### config.mk
export PLATFORM = sky130hd
export DESIGN_NAME = pllk_ctrl
export DESIGN_NICKNAME = d
export VERILOG_FILES = /design/src/rtl/pllk_pkg.sv /design/src/rtl/pllk_relock_timer.sv /design/src/rtl/pllk_channel.sv /design/src/rtl/pllk_status_map.sv /design/src/rtl/pllk_ctrl.sv
export SDC_FILE = /design/constraint.sdc
export NUM_CORES = 1
export LEC_CHECK = 0
export BUFFER_PORTS_ARGS = -buffer_cell sky130_fd_sc_hd__buf_2
export CAP_MARGIN = 20
export CORE_AREA = 5 5 135 265
export DETAILED_ROUTE_END_ITERATION = 12
export DIE_AREA = 0 0 140 270
export PLACE_DENSITY = 0.67
export SETUP_SLACK_MARGIN = 0.2
export SLEW_MARGIN = 25
export SYNTH_ARGS = -nofsm -noshare
export SYNTH_HDL_FRONTEND = slang
export SYNTH_SLANG_ARGS = --single-unit
### constraint.sdc
create_clock -name clk -period 2.3 [get_ports clk]
set_clock_uncertainty 0.2 [all_clocks]
set_input_delay 0.115 -clock clk [delete_from_list [all_inputs] [get_ports clk]]
set_output_delay 0.115 -clock clk [all_outputs]
set_load 0.05 [all_outputs]
### src/rtl/pllk_pkg.sv
package pllk_pkg;

  localparam int WORD_W   = 32;
  localparam int KICK_BIT = 31;
  localparam int MULT_LSB = 20;
  localparam int MULT_W   = 8;
  localparam int MODE_LSB = 16;
  localparam int MODE_W   = 3;
  localparam int SSF_LSB  = 8;
  localparam int SSF_W    = 7;
  localparam int SSD_LSB  = 0;
  localparam int SSD_W    = 7;
  localparam int RATIO_W  = MULT_W + 2;

  typedef struct packed {
    logic [MULT_W-1:0] mult;
    logic [MODE_W-1:0] mode;
    logic [SSF_W-1:0]  ssf;
    logic [SSD_W-1:0]  ssd;
  } pll_cfg_t;

  // position of the lock flag of PLL n (n counts from 1) in the status word
  function automatic int lock_pos(input int n);
    if (n < 3)       return 8 + n - 1;
    else if (n == 3) return 11;
    else             return 8 + n + 1;
  endfunction

  function automatic logic [WORD_W-1:0] pack_cfg(input pll_cfg_t c, input logic kick);
    logic [WORD_W-1:0] w;
    w = '0;
    w[KICK_BIT]               = kick;
    w[MULT_LSB +: MULT_W]     = c.mult;
    w[MODE_LSB +: MODE_W]     = c.mode;
    w[SSF_LSB  +: SSF_W]      = c.ssf;
    w[SSD_LSB  +: SSD_W]      = c.ssd;
    return w;
  endfunction

  function automatic pll_cfg_t unpack_cfg(input logic [WORD_W-1:0] w);
    pll_cfg_t c;
    c.mult = w[MULT_LSB +: MULT_W];
    c.mode = w[MODE_LSB +: MODE_W];
    c.ssf  = w[SSF_LSB  +: SSF_W];
    c.ssd  = w[SSD_LSB  +: SSD_W];
    return c;
  endfunction

endpackage

### src/rtl/pllk_relock_timer.sv
module pllk_relock_timer #(
  parameter int CNT_W = 16
) (
  input  logic             clk,
  input  logic             rst_n,
  input  logic             start,
  input  logic [CNT_W-1:0] load_val,
  input  logic             tick,
  output logic             busy,
  output logic             done
);

  logic [CNT_W-1:0] remain;

  // the wait ends on the tick seen while the remaining count is zero
  assign done = busy & tick & (remain == '0);

  always_ff @(posedge clk) begin
    if (!rst_n) begin
      busy   <= 1'b0;
      remain <= '0;
    end else if (start) begin
      busy   <= 1'b1;
      remain <= load_val;
    end else if (busy && tick) begin
      if (remain == '0) busy <= 1'b0;
      else              remain <= remain - 1'b1;
    end
  end

endmodule

### src/rtl/pllk_channel.sv
module pllk_channel
  import pllk_pkg::*;
#(
  parameter int CNT_W = 16
) (
  input  logic               clk,
  input  logic               rst_n,
  input  logic               wr_hit,
  input  logic [WORD_W-1:0]  wdata,
  input  logic               ref_tick,
  input  logic [CNT_W-1:0]   relock_val,
  output logic [WORD_W-1:0]  ctrl_word,
  output logic               kick,
  output logic               locked,
  output logic [RATIO_W-1:0] ratio,
  output logic [MODE_W-1:0]  mode_out,
  output logic               reject
);

  pll_cfg_t          staged;
  pll_cfg_t          applied;
  logic              accept;
  logic              start;
  logic              done;
  logic [MULT_W:0]   mult_p1;

  assign reject = wr_hit & kick;
  assign accept = wr_hit & ~kick;
  assign start  = accept & wdata[KICK_BIT];

  pllk_relock_timer #(.CNT_W(CNT_W)) u_timer (
    .clk      (clk),
    .rst_n    (rst_n),
    .start    (start),
    .load_val (relock_val),
    .tick     (ref_tick),
    .busy     (kick),
    .done     (done)
  );

  always_ff @(posedge clk) begin
    if (!rst_n) begin
      staged  <= '0;
      applied <= '0;
      locked  <= 1'b1;
    end else begin
      if (accept) staged <= unpack_cfg(wdata);
      if (start) begin
        locked <= 1'b0;
      end else if (done) begin
        locked  <= 1'b1;
        applied <= staged;
      end
    end
  end

  assign mult_p1   = {1'b0, applied.mult} + {{MULT_W{1'b0}}, 1'b1};
  assign ratio     = {mult_p1, 1'b0};
  assign mode_out  = applied.mode;
  assign ctrl_word = pack_cfg(staged, kick);

endmodule

### src/rtl/pllk_status_map.sv
module pllk_status_map
  import pllk_pkg::*;
#(
  parameter int N_PLL = 6
) (
  input  logic [N_PLL-1:0]  lock_vec,
  output logic [WORD_W-1:0] status_word
);

  always_comb begin
    status_word = '0;
    for (int i = 0; i < N_PLL; i++) begin
      status_word[lock_pos(i + 1)] = lock_vec[i];
    end
  end

endmodule

### src/rtl/pllk_ctrl.sv
module pllk_ctrl
  import pllk_pkg::*;
#(
  parameter int N_PLL        = 6,
  parameter int CNT_W        = 16,
  parameter int ADDR_W       = 4,
  parameter int RELOCK_RESET = 45
) (
  input  logic                     clk,
  input  logic                     rst_n,
  input  logic                     reg_wr,
  input  logic [ADDR_W-1:0]        reg_addr,
  input  logic [31:0]              reg_wdata,
  output logic [31:0]              reg_rdata,
  input  logic                     ref_tick,
  output logic                     wr_reject,
  output logic [N_PLL-1:0]         pll_locked,
  output logic [N_PLL*RATIO_W-1:0] pll_ratio,
  output logic [N_PLL*MODE_W-1:0]  pll_mode
);

  localparam int RELOCK_ADDR = N_PLL + 1;

  initial begin
    if (N_PLL < 1 || N_PLL > 22) $error("N_PLL must lie in 1..22");
    if ((1 << ADDR_W) <= RELOCK_ADDR) $error("ADDR_W too narrow for the map");
    if (CNT_W > WORD_W) $error("CNT_W wider than a register word");
  end

  logic [WORD_W-1:0] ctrl_words [N_PLL];
  logic [N_PLL-1:0]  wr_hit;
  logic [N_PLL-1:0]  rej_vec;
  logic [N_PLL-1:0]  kick_vec;
  logic [CNT_W-1:0]  relock_q;
  logic [WORD_W-1:0] status_word;

  always_ff @(posedge clk) begin
    if (!rst_n) begin
      relock_q  <= CNT_W'(RELOCK_RESET);
      wr_reject <= 1'b0;
    end else begin
      if (reg_wr && reg_addr == ADDR_W'(RELOCK_ADDR)) relock_q <= reg_wdata[CNT_W-1:0];
      wr_reject <= |rej_vec;
    end
  end

  for (genvar g = 0; g < N_PLL; g++) begin : g_pll
    assign wr_hit[g] = reg_wr && (reg_addr == ADDR_W'(g + 1));

    pllk_channel #(.CNT_W(CNT_W)) u_chan (
      .clk        (clk),
      .rst_n      (rst_n),
      .wr_hit     (wr_hit[g]),
      .wdata      (reg_wdata),
      .ref_tick   (ref_tick),
      .relock_val (relock_q),
      .ctrl_word  (ctrl_words[g]),
      .kick       (kick_vec[g]),
      .locked     (pll_locked[g]),
      .ratio      (pll_ratio[g*RATIO_W +: RATIO_W]),
      .mode_out   (pll_mode[g*MODE_W +: MODE_W]),
      .reject     (rej_vec[g])
    );
  end

  pllk_status_map #(.N_PLL(N_PLL)) u_status (
    .lock_vec    (pll_locked),
    .status_word (status_word)
  );

  always_comb begin
    reg_rdata = '0;
    if (reg_addr == '0) reg_rdata = status_word;
    if (reg_addr == ADDR_W'(RELOCK_ADDR)) reg_rdata = {{(WORD_W-CNT_W){1'b0}}, relock_q};
    for (int i = 0; i < N_PLL; i++) begin
      if (reg_addr == ADDR_W'(i + 1)) reg_rdata = ctrl_words[i];
    end
  end

endmodule

==> flow_metrics.tcl, run 1 <==
set metrics [dict create \
    dr.pass1.iters 5 \
    drv_slew 0 \
    cp.required_ns 2.62 \
    start_util_pct 49.0 \
    grt_setup_unrepaired "true" \
    synth-seq-cells 341 \
    cts_sinks 341 \
    yosys.cell_count.top_type "nand2_1" \
    drt_iter0_drc 1313 \
    placed_cells 2664 \
    regToRegSetupSlack_ns -0.21 \
    synth_seq_area_share_pct 41.5 \
    power.density_nw_per_um2 580 \
    max_cap_viol_count 0 \
    final_net_count 2423 \
    synth_area_per_cell_um2 7.81 \
    grt_pass1_vias 17100 \
    timing.rr.start "g_pll[3].u_chan.u_timer.remain[0]" \
    io_buffers 142 \
    synth_area_um2 16400 \
    core_area_um2 33500 \
    syn_inst 2105 \
    critPathMaxFanout 6 \
    route.vias.total 17200 \
    grt.overflow.total 0 \
    placed_cell_area_um2 18700 \
    crit_start "g_pll[3].u_chan.u_timer.remain[0]" \
    gp_congestion 0.962 \
    setup_viol 23 \
    grt_pass1_wl_mm 93.7 \
    fin_ws_ns -0.209 \
    die_h_um 270 \
    wl_per_cell_um 22.2 \
    fin_area_um2 22300 \
    antenna_found_initial 0 \
    synth-edff-count 0 \
    ios 157 \
    ys.flop_type "dfxtp_1" \
    die-width_um 140 \
    crit_type "flop to flop" \
    fillers 2727 \
    drc_errors 0 \
    clock_latency_ns 0.59 \
    reg2regPathDepth 9 \
    finalNonFillerCells 2826 \
    die-area_um2 37800 \
    synth.area.top_cells "dfxtp_1 42%, nand2_1 10%, a21oi_1 8.8%, clkbuf_1 3.0%, xor2_1 2.8%" \
    max_freq_mhz 399 \
    worst_setup_path_end_kind "flop" \
    viasPerCell 6.09 \
    drive_above_1_share_pct 32.0 \
    ant_nets 0 \
    hpwl_mm 41.9 \
    violations "negative setup slack" \
    hold_class "input pin to flop" \
    synth_top_area_share_pct 41.5 \
    outcome "complete, but fails checks" \
    max_slew_margin_pct 51.6 \
    yosys_warnings 0 \
    cts_root_buf "clkbuf_16" \
    grt_use_total_pct 30.8 \
    async_reset_ff_share_pct 0 \
    leakage_nw 8.56 \
    worst_slew_pin_slew_ns 0.726 \
    r2r-end "g_pll[3].u_chan.mode_out[2]" \
    cts_tree "done" \
    final-hold-violation-count 0 \
    yosys.area.top_type "dfxtp_1" \
    endpoint "g_pll[3].u_chan.mode_out[2]" \
    areaGrowthSynthToFinish_pct 35.8 \
    rows 95 \
    h-tree-depth 1 \
    drt_wl_total_mm 62.7 \
    clock_path_buffers 3 \
    grt_max_degree 71 \
    clk_pin_slew_ns 0.07 \
    ir_drop_v 0.000584 \
    synth_common_cells "453 x nand2_1, 341 x dfxtp_1, 288 x a21oi_1" \
    worstPathArrival_ns 2.83 \
    cts_buffers 30 \
    post-route-period-util_pct 109 \
    fin_crit_ns 2.51 \
    synth_cell_types 81 \
    worst_setup_path_start_kind "flop" \
]
==> routing by layer <==
metal / vias to the layer above / track usage, % / share of wire (%)
met5: - / 0 / 0
met4: 0 / 22.8 / 8.9
met3: 272 / 4.41 / 5.9
met2: 757 / 54.8 / 51
met1: 8302 / 32.3 / 34
li1: 7884 / - / -
==> what timing repair did <==
action	CTS	global route
cloned	4	3
setup endpoints to repair	169	190
hold buffers	32	0
setup buffers	36	30
pin swaps	67	101
gates resized for setup	238	225
endpoints found under the hold margin	224	0
==> cell type report <==
cell class	instances	area, um^2	area share (%)
diodes	1	2.50	0.0112
multi-input cells	1556	10100	45.2
well taps	436	546	2.44
inverters	33	134	0.600
clock inverters	17	236	1.06
clock buffers	39	856	3.83
flip-flops and latches	341	6970	31.2
repair buffers	403	3490	15.6
==> worst max-delay path, cell delays in order (launching register included) <==
cell and delay (ns):
dfxtp_2 0.33, inv_2 0.08, ha_4 0.13, or4b_4 0.46
or4_4 0.53, buf_6 0.16, nor3_4 0.19, buf_6 0.19
nand2_2 0.06, a21oi_2 0.12
==> worst min-delay path by stage <==
stage | start | to | cells past startpoint
CTS | reg_addr[0] | g_pll[0].u_chan.u_timer.remain[2] | 5
global route | reg_addr[0] | g_pll[3].u_chan.u_timer.remain[8] | 4
global placement | reg_wdata[15] | relock_q[15] | 3
finish | reg_addr[0] | g_pll[0].u_chan.u_timer.remain[7] | 5
floorplan | reg_wdata[0] | relock_q[0] | 2
detailed placement | reg_wdata[15] | relock_q[15] | 3
==> sequential cells by signal, indices dropped and copies added (netlist names) <==
name,count
g_pll.u_chan.u_timer.remain,96
g_pll.u_chan.mode_out,18
wr_reject,1
g_pll.u_chan.u_timer.busy,6
relock_q,16
g_pll.u_chan.ctrl_word,150
g_pll.u_chan.applied,48
g_pll.u_chan.locked,6
==> power by group <==
group | switching (W) | leakage (nW) | internal [W]
Combinational | 0.000829 | 5.23 | 0.000498
Clock | 0.00242 | 0.535 | 0.00321
Sequential | 0.0000566 | 2.79 | 0.00594
Total | 0.00330 | 8.56 | 0.00964
==> cells by family (layout without fill, tap and decap cells) <==
| kind of cell | Yosys count | in the layout | share of synthesized area (%) |
|---|---|---|---|
| AOI/OAI and AO/OA | 542 | 542 | 20.0 |
| xor gates and xnor gates | 77 | 77 | 4.10 |
| adders and majority gates | 18 | 18 | 1.37 |
| buffers and inverters | 218 | 492 | 5.93 |
| DFF | 341 | 341 | 41.5 |
| muxes | 44 | 44 | 2.69 |
| other | 1 | 11 | 0.0228 |
| and+or+nand+nor | 864 | 865 | 24.3 |
==> cells in the final DEF (no fill, tap or decap), drive strengths merged, types with 9 or more instances in the layout <==
master	instances
buf	363
nor3	59
nand3	78
nor2	110
and3	14
conb	10
a222oi	11
inv	35
or4	18
o22ai	13
and2	14
or3	16
o21ai	56
nor4	12
o311ai	9
nand4	22
xor2	52
a31oi	28
o211ai	14
dlygate4sd3	32
mux2i	42
a2bb2oi	9
dfxtp	341
nor2b	9
xnor2	25
ha	18
a21oi	297
clkbuf	47
a211oi	15
nand3b	9
nand2	462
a22oi	28
==> through the flow <==
step / setup WS [ns] / util, % / hold WS (ns) / TNS (ns) / total power [W]
after floorplan: -0.206 / - / 0.0390 / -2.17 / 0.00679
after global placement: -0.0967 / 55.7 / 0.156 / -1.20 / 0.00720
after detailed placement: -0.162 / 55.7 / 0.168 / -2.23 / 0.00721
after CTS: -0.144 / 63.3 / 0.0659 / -2.01 / 0.0129
after global routing: -0.262 / 66.6 / 0.119 / -4.48 / 0.0133
final: -0.209 / 66.6 / 0.0865 / -2.87 / 0.0129
No activity file was read; power rests on OpenSTA's default activity.
==> run 2, diff against run 1 <==
--- a/config.mk
+++ b/config.mk
@@ -7,9 +7,10 @@
 export LEC_CHECK = 0
 export BUFFER_PORTS_ARGS = -buffer_cell sky130_fd_sc_hd__buf_2
 export CAP_MARGIN = 20
-export CORE_AREA = 5 5 135 265
+export CORE_AREA = 5 5 241 149
 export DETAILED_ROUTE_END_ITERATION = 12
-export DIE_AREA = 0 0 140 270
+export DIE_AREA = 0 0 246 154
+export GPL_TIMING_DRIVEN = 1
 export PLACE_DENSITY = 0.67
 export SETUP_SLACK_MARGIN = 0.2
 export SLEW_MARGIN = 25
==> flow_metrics.tcl, run 2 (same netlist as run 1, synthesis figures left out) <==
set metrics [dict create \
    ir_drop_v 0.000518 \
    clock_path_buffers 3 \
    max_slew_margin_pct 63.3 \
    place_ws_ns -0.161 \
    route.vias.total 16900 \
    rows 52 \
    post-route-period-util_pct 110 \
    setup_viol 23 \
    path_cells "inv_2 > ha_4 > or4b_4 > or4_4 > buf_6 > or3_4 > nand2_2 > a21oi_2" \
    grt_setup_unrepaired "true" \
    io_buffers 142 \
    mostFrequentLayoutCell "nand2_1" \
    critPathBufInv 2 \
    die-width_um 246 \
    dr.pass1.iters 8 \
    slowest_delay_ns 0.51 \
    setup_tns_ns -3.65 \
    placed_cell_area_um2 18700 \
    worstPathArrival_ns 2.74 \
    fin_crit_ns 2.53 \
    grt_use_total_pct 29.6 \
    p_comb_share_pct 9.4 \
    cts_buffers 35 \
    worst_setup_path_end_kind "flop" \
    whs_ns 0.0753 \
    grt.overflow.total 0 \
    critPathMaxFanout 6 \
    violations "negative setup slack" \
    fin_area_um2 21600 \
    switching_power_w 0.00334 \
    areaGrowthSynthToFinish_pct 31.1 \
    drt_wl_total_mm 59.8 \
    netSwitchingFraction_pct 24.9 \
    antenna_found_initial 2 \
    fin_ws_ns -0.227 \
    fillers 2874 \
    cp_slowest_cell "or4_4" \
    grt_max_degree 79 \
    drt_iter0_drc 2135 \
    drive_above_1_share_pct 28.1 \
    leakage_nw 8.28 \
    crit_family "simple AND/OR/NAND/NOR gates" \
    p_seq_share_pct 45.0 \
    final-hold-violation-count 0 \
    final_cell_mix "427 x nand2_1, 288 x dfxtp_1, 267 x a21oi_1" \
    multi_input_area_um2 9780 \
    core_area_um2 33300 \
    regArea_um2 6920 \
    ant_nets 0 \
    clock_latency_ns 0.53 \
    hpwl_mm 40.9 \
    viasPerCell 6.01 \
    final_net_count 2387 \
    max_cap_viol_count 0 \
    cts_tree "done" \
    die-area_um2 37900 \
    largest_reg_flops 150 \
    h-tree-depth 2 \
    outcome "complete, but fails checks" \
    cts_root_buf "clkbuf_16" \
    die_h_um 154 \
    cts_sinks 341 \
    intPower_w 0.0100 \
    gp_congestion 0.922 \
    hold_class "input pin to flop" \
    grt_pass1_wl_mm 89.9 \
    ios 157 \
    start_util_pct 49.4 \
    power.density_nw_per_um2 620 \
    drc_errors 0 \
    worst_setup_path_start_kind "flop" \
    max_freq_mhz 396 \
    drv_slew 0 \
    cp.required_ns 2.51 \
    worst_slew_pin_slew_ns 0.551 \
    grt_pass1_vias 15600 \
    wl_per_cell_um 21.3 \
    crit_type "flop to flop" \
    clk_pin_slew_ns 0.06 \
    clockPowerShare_pct 45.6 \
]
-- run 2: cell count changes in the layout (fill, tap and decap cells not counted), moves of 12 or more --
| cell | change |
|---|---|
| buf_4 | -30 |
| dfxtp_1 | +19 |
| a21oi_1 | +15 |
| a21oi_2 | -15 |
| dfxtp_4 | -13 |
| buf_12 | -12 |
-- run 2: power groups by stage --
stage               clock network (W)  logic (W)  registers, W
floorplan                           0   0.000660       0.00613
global placement                    0    0.00105       0.00615
detailed placement                  0    0.00106       0.00615
CTS                           0.00616    0.00118       0.00602
global route                  0.00642    0.00132       0.00601
finish                        0.00610    0.00126       0.00601
-- run 2: repair_timing --
item / 4_1_cts / 5_1_grt
buffers inserted: 13 / 13
hold buffers: 30 / 0
resized for setup: 152 / 188
gates cloned: 4 / 3
hold endpoints to repair: 233 / 0
pin swaps: 63 / 74
setup endpoints to repair: 130 / 182
-- run 2: tightest hold or removal path: stages --
cell,delay [ns]
buf_2,0.23
nand3_1,0.19
a21oi_1,0.08
a21oi_1,0.13
-- run 2: final timing paths --
kind                                          start                           endpoint  slack (ns)  cells past startpoint
hold reg to reg       g_pll[0].u_chan.ctrl_word[12]      g_pll[0].u_chan.ctrl_word[12]        0.25                      2
hold / removal                             ref_tick  g_pll[0].u_chan.u_timer.remain[2]        0.08                      4
setup reg to reg  g_pll[3].u_chan.u_timer.remain[0]        g_pll[3].u_chan.applied[17]       -0.23                      8
setup / recovery  g_pll[3].u_chan.u_timer.remain[0]        g_pll[3].u_chan.applied[17]       -0.23                      8
-- run 2: cell type report --
type                            instances  share of cell area (%)
Sequential cell                       341                    32.1
Timing Repair Buffer                  361                    13.7
Clock buffer                           44                    4.45
Tap cell                              459                    2.66
Antenna cell                            1                  0.0116
Inverter                               33                   0.609
Clock inverter                         15                    1.13
Multi-Input combinational cell       1557                    45.4
-- run 2: routing by layer --
metal / global-route usage, % / part of all wire (%) / up-vias
met5: 0 / 0.017 / -
met4: 7.70 / 2.5 / 2
met3: 8.99 / 11 / 135
met2: 43.8 / 43 / 843
met1: 42.3 / 43 / 8075
li1: - / - / 7846
-- run 2: stage by stage --
stage | util (%) | power (W) | instances
final | 64.7 | 0.0134 | 2811
after global routing | 64.7 | 0.0138 | 2811
after CTS | 62.5 | 0.0134 | 2794
after detailed placement | 56.0 | 0.00721 | 2688
after global placement | 56.0 | 0.00719 | 2688
after floorplan | - | 0.00679 | 2114
==> run 3, diff against run 2 <==
--- a/config.mk
+++ b/config.mk
@@ -8,10 +8,11 @@
 export BUFFER_PORTS_ARGS = -buffer_cell sky130_fd_sc_hd__buf_2
 export CAP_MARGIN = 20
 export CORE_AREA = 5 5 241 149
+export CTS_CLUSTER_SIZE = 16
 export DETAILED_ROUTE_END_ITERATION = 12
 export DIE_AREA = 0 0 246 154
 export GPL_TIMING_DRIVEN = 1
-export PLACE_DENSITY = 0.67
+export PLACE_DENSITY = 0.64
 export SETUP_SLACK_MARGIN = 0.2
 export SLEW_MARGIN = 25
 export SYNTH_ARGS = -nofsm -noshare
==> constraint.sdc (replaced) <==
create_clock -name clk -period 3.2 [get_ports clk]
set_clock_uncertainty 0.2 [all_clocks]
set_input_delay 0.16 -clock clk [delete_from_list [all_inputs] [get_ports clk]]
set_output_delay 0.16 -clock clk [all_outputs]
set_load 0.05 [all_outputs]
==> flow_metrics.tcl, run 3 (same netlist as run 1, synthesis figures left out) <==
set metrics [dict create \
    drive_above_1_share_pct 13.8 \
    mostFrequentLayoutCell "nand2_1" \
    setup_viol 0 \
    grt_pass1_wl_mm 86.1 \
    clockPowerShare_pct 46.1 \
    gp_congestion 0.901 \
    cts_buffers 35 \
    io_buffers 142 \
    cts_tree "done" \
    crit_type "input pin to output pin" \
    cts_root_buf "clkbuf_16" \
    postCtsSetupRepairBufs 0 \
    drc_errors 0 \
    h-tree-depth 2 \
    core_area_um2 33300 \
    hpwl_mm 38.5 \
    clk_pin_slew_ns 0.06 \
    multi_input_area_um2 8700 \
    p_seq_share_pct 46.3 \
    rows 52 \
    worst_setup_path_end_kind "output pin" \
    die-area_um2 37900 \
    ant_nets 0 \
    drt_iter0_drc 2010 \
    ir_drop_v 0.000389 \
    worst_setup_path_start_kind "input pin" \
    viasPerCell 5.97 \
    antenna_found_initial 6 \
    clock_path_buffers 3 \
    post_cts_resized 0 \
    max_cap_viol_count 0 \
    hold_class "input pin to flop" \
    final_cell_mix "453 x nand2_1, 341 x dfxtp_1, 288 x a21oi_1" \
    grt_use_total_pct 28.5 \
    netSwitchingFraction_pct 24.6 \
    worst_slew_pin_slew_ns 1.08 \
    grt_max_degree 92 \
    fillers 3078 \
    hp-start "ref_tick" \
    route.vias.total 16100 \
    start_util_pct 49.4 \
    ios 157 \
    grt_pass1_vias 14600 \
    post-route-period-util_pct 87.0 \
    critPathMaxFanout 21 \
    crit_start "reg_addr[3]" \
    cp.required_ns 2.84 \
    grt.overflow.total 0 \
    dr.pass1.iters 6 \
    switching_power_w 0.00231 \
    setup_tns_ns 0 \
    regArea_um2 6830 \
    power.density_nw_per_um2 493 \
    final_net_count 2264 \
    die-width_um 246 \
    clock_latency_ns 0.54 \
    die_h_um 154 \
    drv_slew 0 \
    worstPathArrival_ns 2.43 \
    max_freq_mhz 359 \
    areaGrowthSynthToFinish_pct 15.5 \
    timing.rr.start "g_pll[5].u_chan.u_timer.remain[0]" \
    drt_wl_total_mm 56.5 \
    utilization_pct 57.0 \
    outcome "complete, no violations" \
    grt_setup_unrepaired "false" \
    largest_reg_flops 150 \
    fin_crit_ns 2.79 \
    leakage_nw 7.26 \
    final-hold-violation-count 0 \
    wl_per_cell_um 21.0 \
    p_comb_share_pct 7.6 \
    max_slew_margin_pct 27.5 \
    intPower_w 0.00705 \
    cts_sinks 341 \
]
==> run 3: cell count changes in the layout (fill, tap and decap cells not counted), sizes merged, moves of 2 or more <==
cell / delta
bufinv: -3
inv: -2
buf: -112
clkinvlp: -2
or3: -2
==> run 3: repair_timing <==
action                     in CTS  in global routing
hold buffers                   30                  0
setup endpoints to repair       0                  0
hold endpoints to repair      209                  0
==> run 3: final cells by class <==
class                      count  share of cell area [%]
multi-input combinational   1555                    45.8
sequential                   341                    35.9
timing repair buffer         240                    8.21
clock buffer                  52                    5.65
tap                          459                    3.02
inverter                      33                   0.692
clock inverter                 9                   0.659
antenna                        1                  0.0132
==> run 3: worst paths after layout <==
| check | to | slack [ns] | depth (start not counted) |
|---|---|---|---|
| worst max-delay path | reg_rdata[26] | 0.41 | 7 |
| worst min-delay path | g_pll[0].u_chan.u_timer.remain[2] | 0.09 | 4 |
| worst max register to register | g_pll[5].u_chan.applied[22] | 0.56 | 7 |
| worst min register to register | g_pll[4].u_chan.mode_out[2] | 0.25 | 2 |
==> run 3: per-stage QoR <==
stage / power [W] / cells / setup WS [ns] / area, um^2 / hold WS (ns)
2_1_floorplan: 0.00485 / 2114 / 0.492 / 16500 / 0.0840
3_3_place_gp: 0.00508 / 2598 / 0.531 / 17500 / 0.205
3_5_place_dp: 0.00509 / 2598 / 0.498 / 17500 / 0.220
4_1_cts: 0.00939 / 2689 / 0.401 / 19000 / 0.0493
5_1_grt: 0.00963 / 2690 / 0.261 / 19000 / 0.0894
6_report: 0.00936 / 2690 / 0.414 / 19000 / 0.0877
==> run 3: power groups by stage <==
stage	registers, W	clock network (W)	logic, W
3_5_place_dp	0.00442	0	0.000663
3_3_place_gp	0.00442	0	0.000657
2_1_floorplan	0.00441	0	0.000446
5_1_grt	0.00433	0.00453	0.000761
4_1_cts	0.00433	0.00437	0.000695
6_report	0.00433	0.00432	0.000711
==> run 3: routing by layer <==
metal / wire length [um] / track usage, % / vias up / share of wire (%)
li1: - / - / 7555 / -
met1: 25000 / 42.5 / 7586 / 44
met2: 23200 / 40.5 / 822 / 41
met3: 6960 / 8.15 / 99 / 12
met4: 1280 / 7.17 / 6 / 2.3
met5: 34 / 0 / - / 0.060
==> run 3: critical path, stage by stage <==
cell and delay [ns]:
buf_2 0.26, nor4bb_2 0.70, buf_4 0.32, a21oi_1 0.09
a21oi_1 0.43, a221o_1 0.19, buf_2 0.26
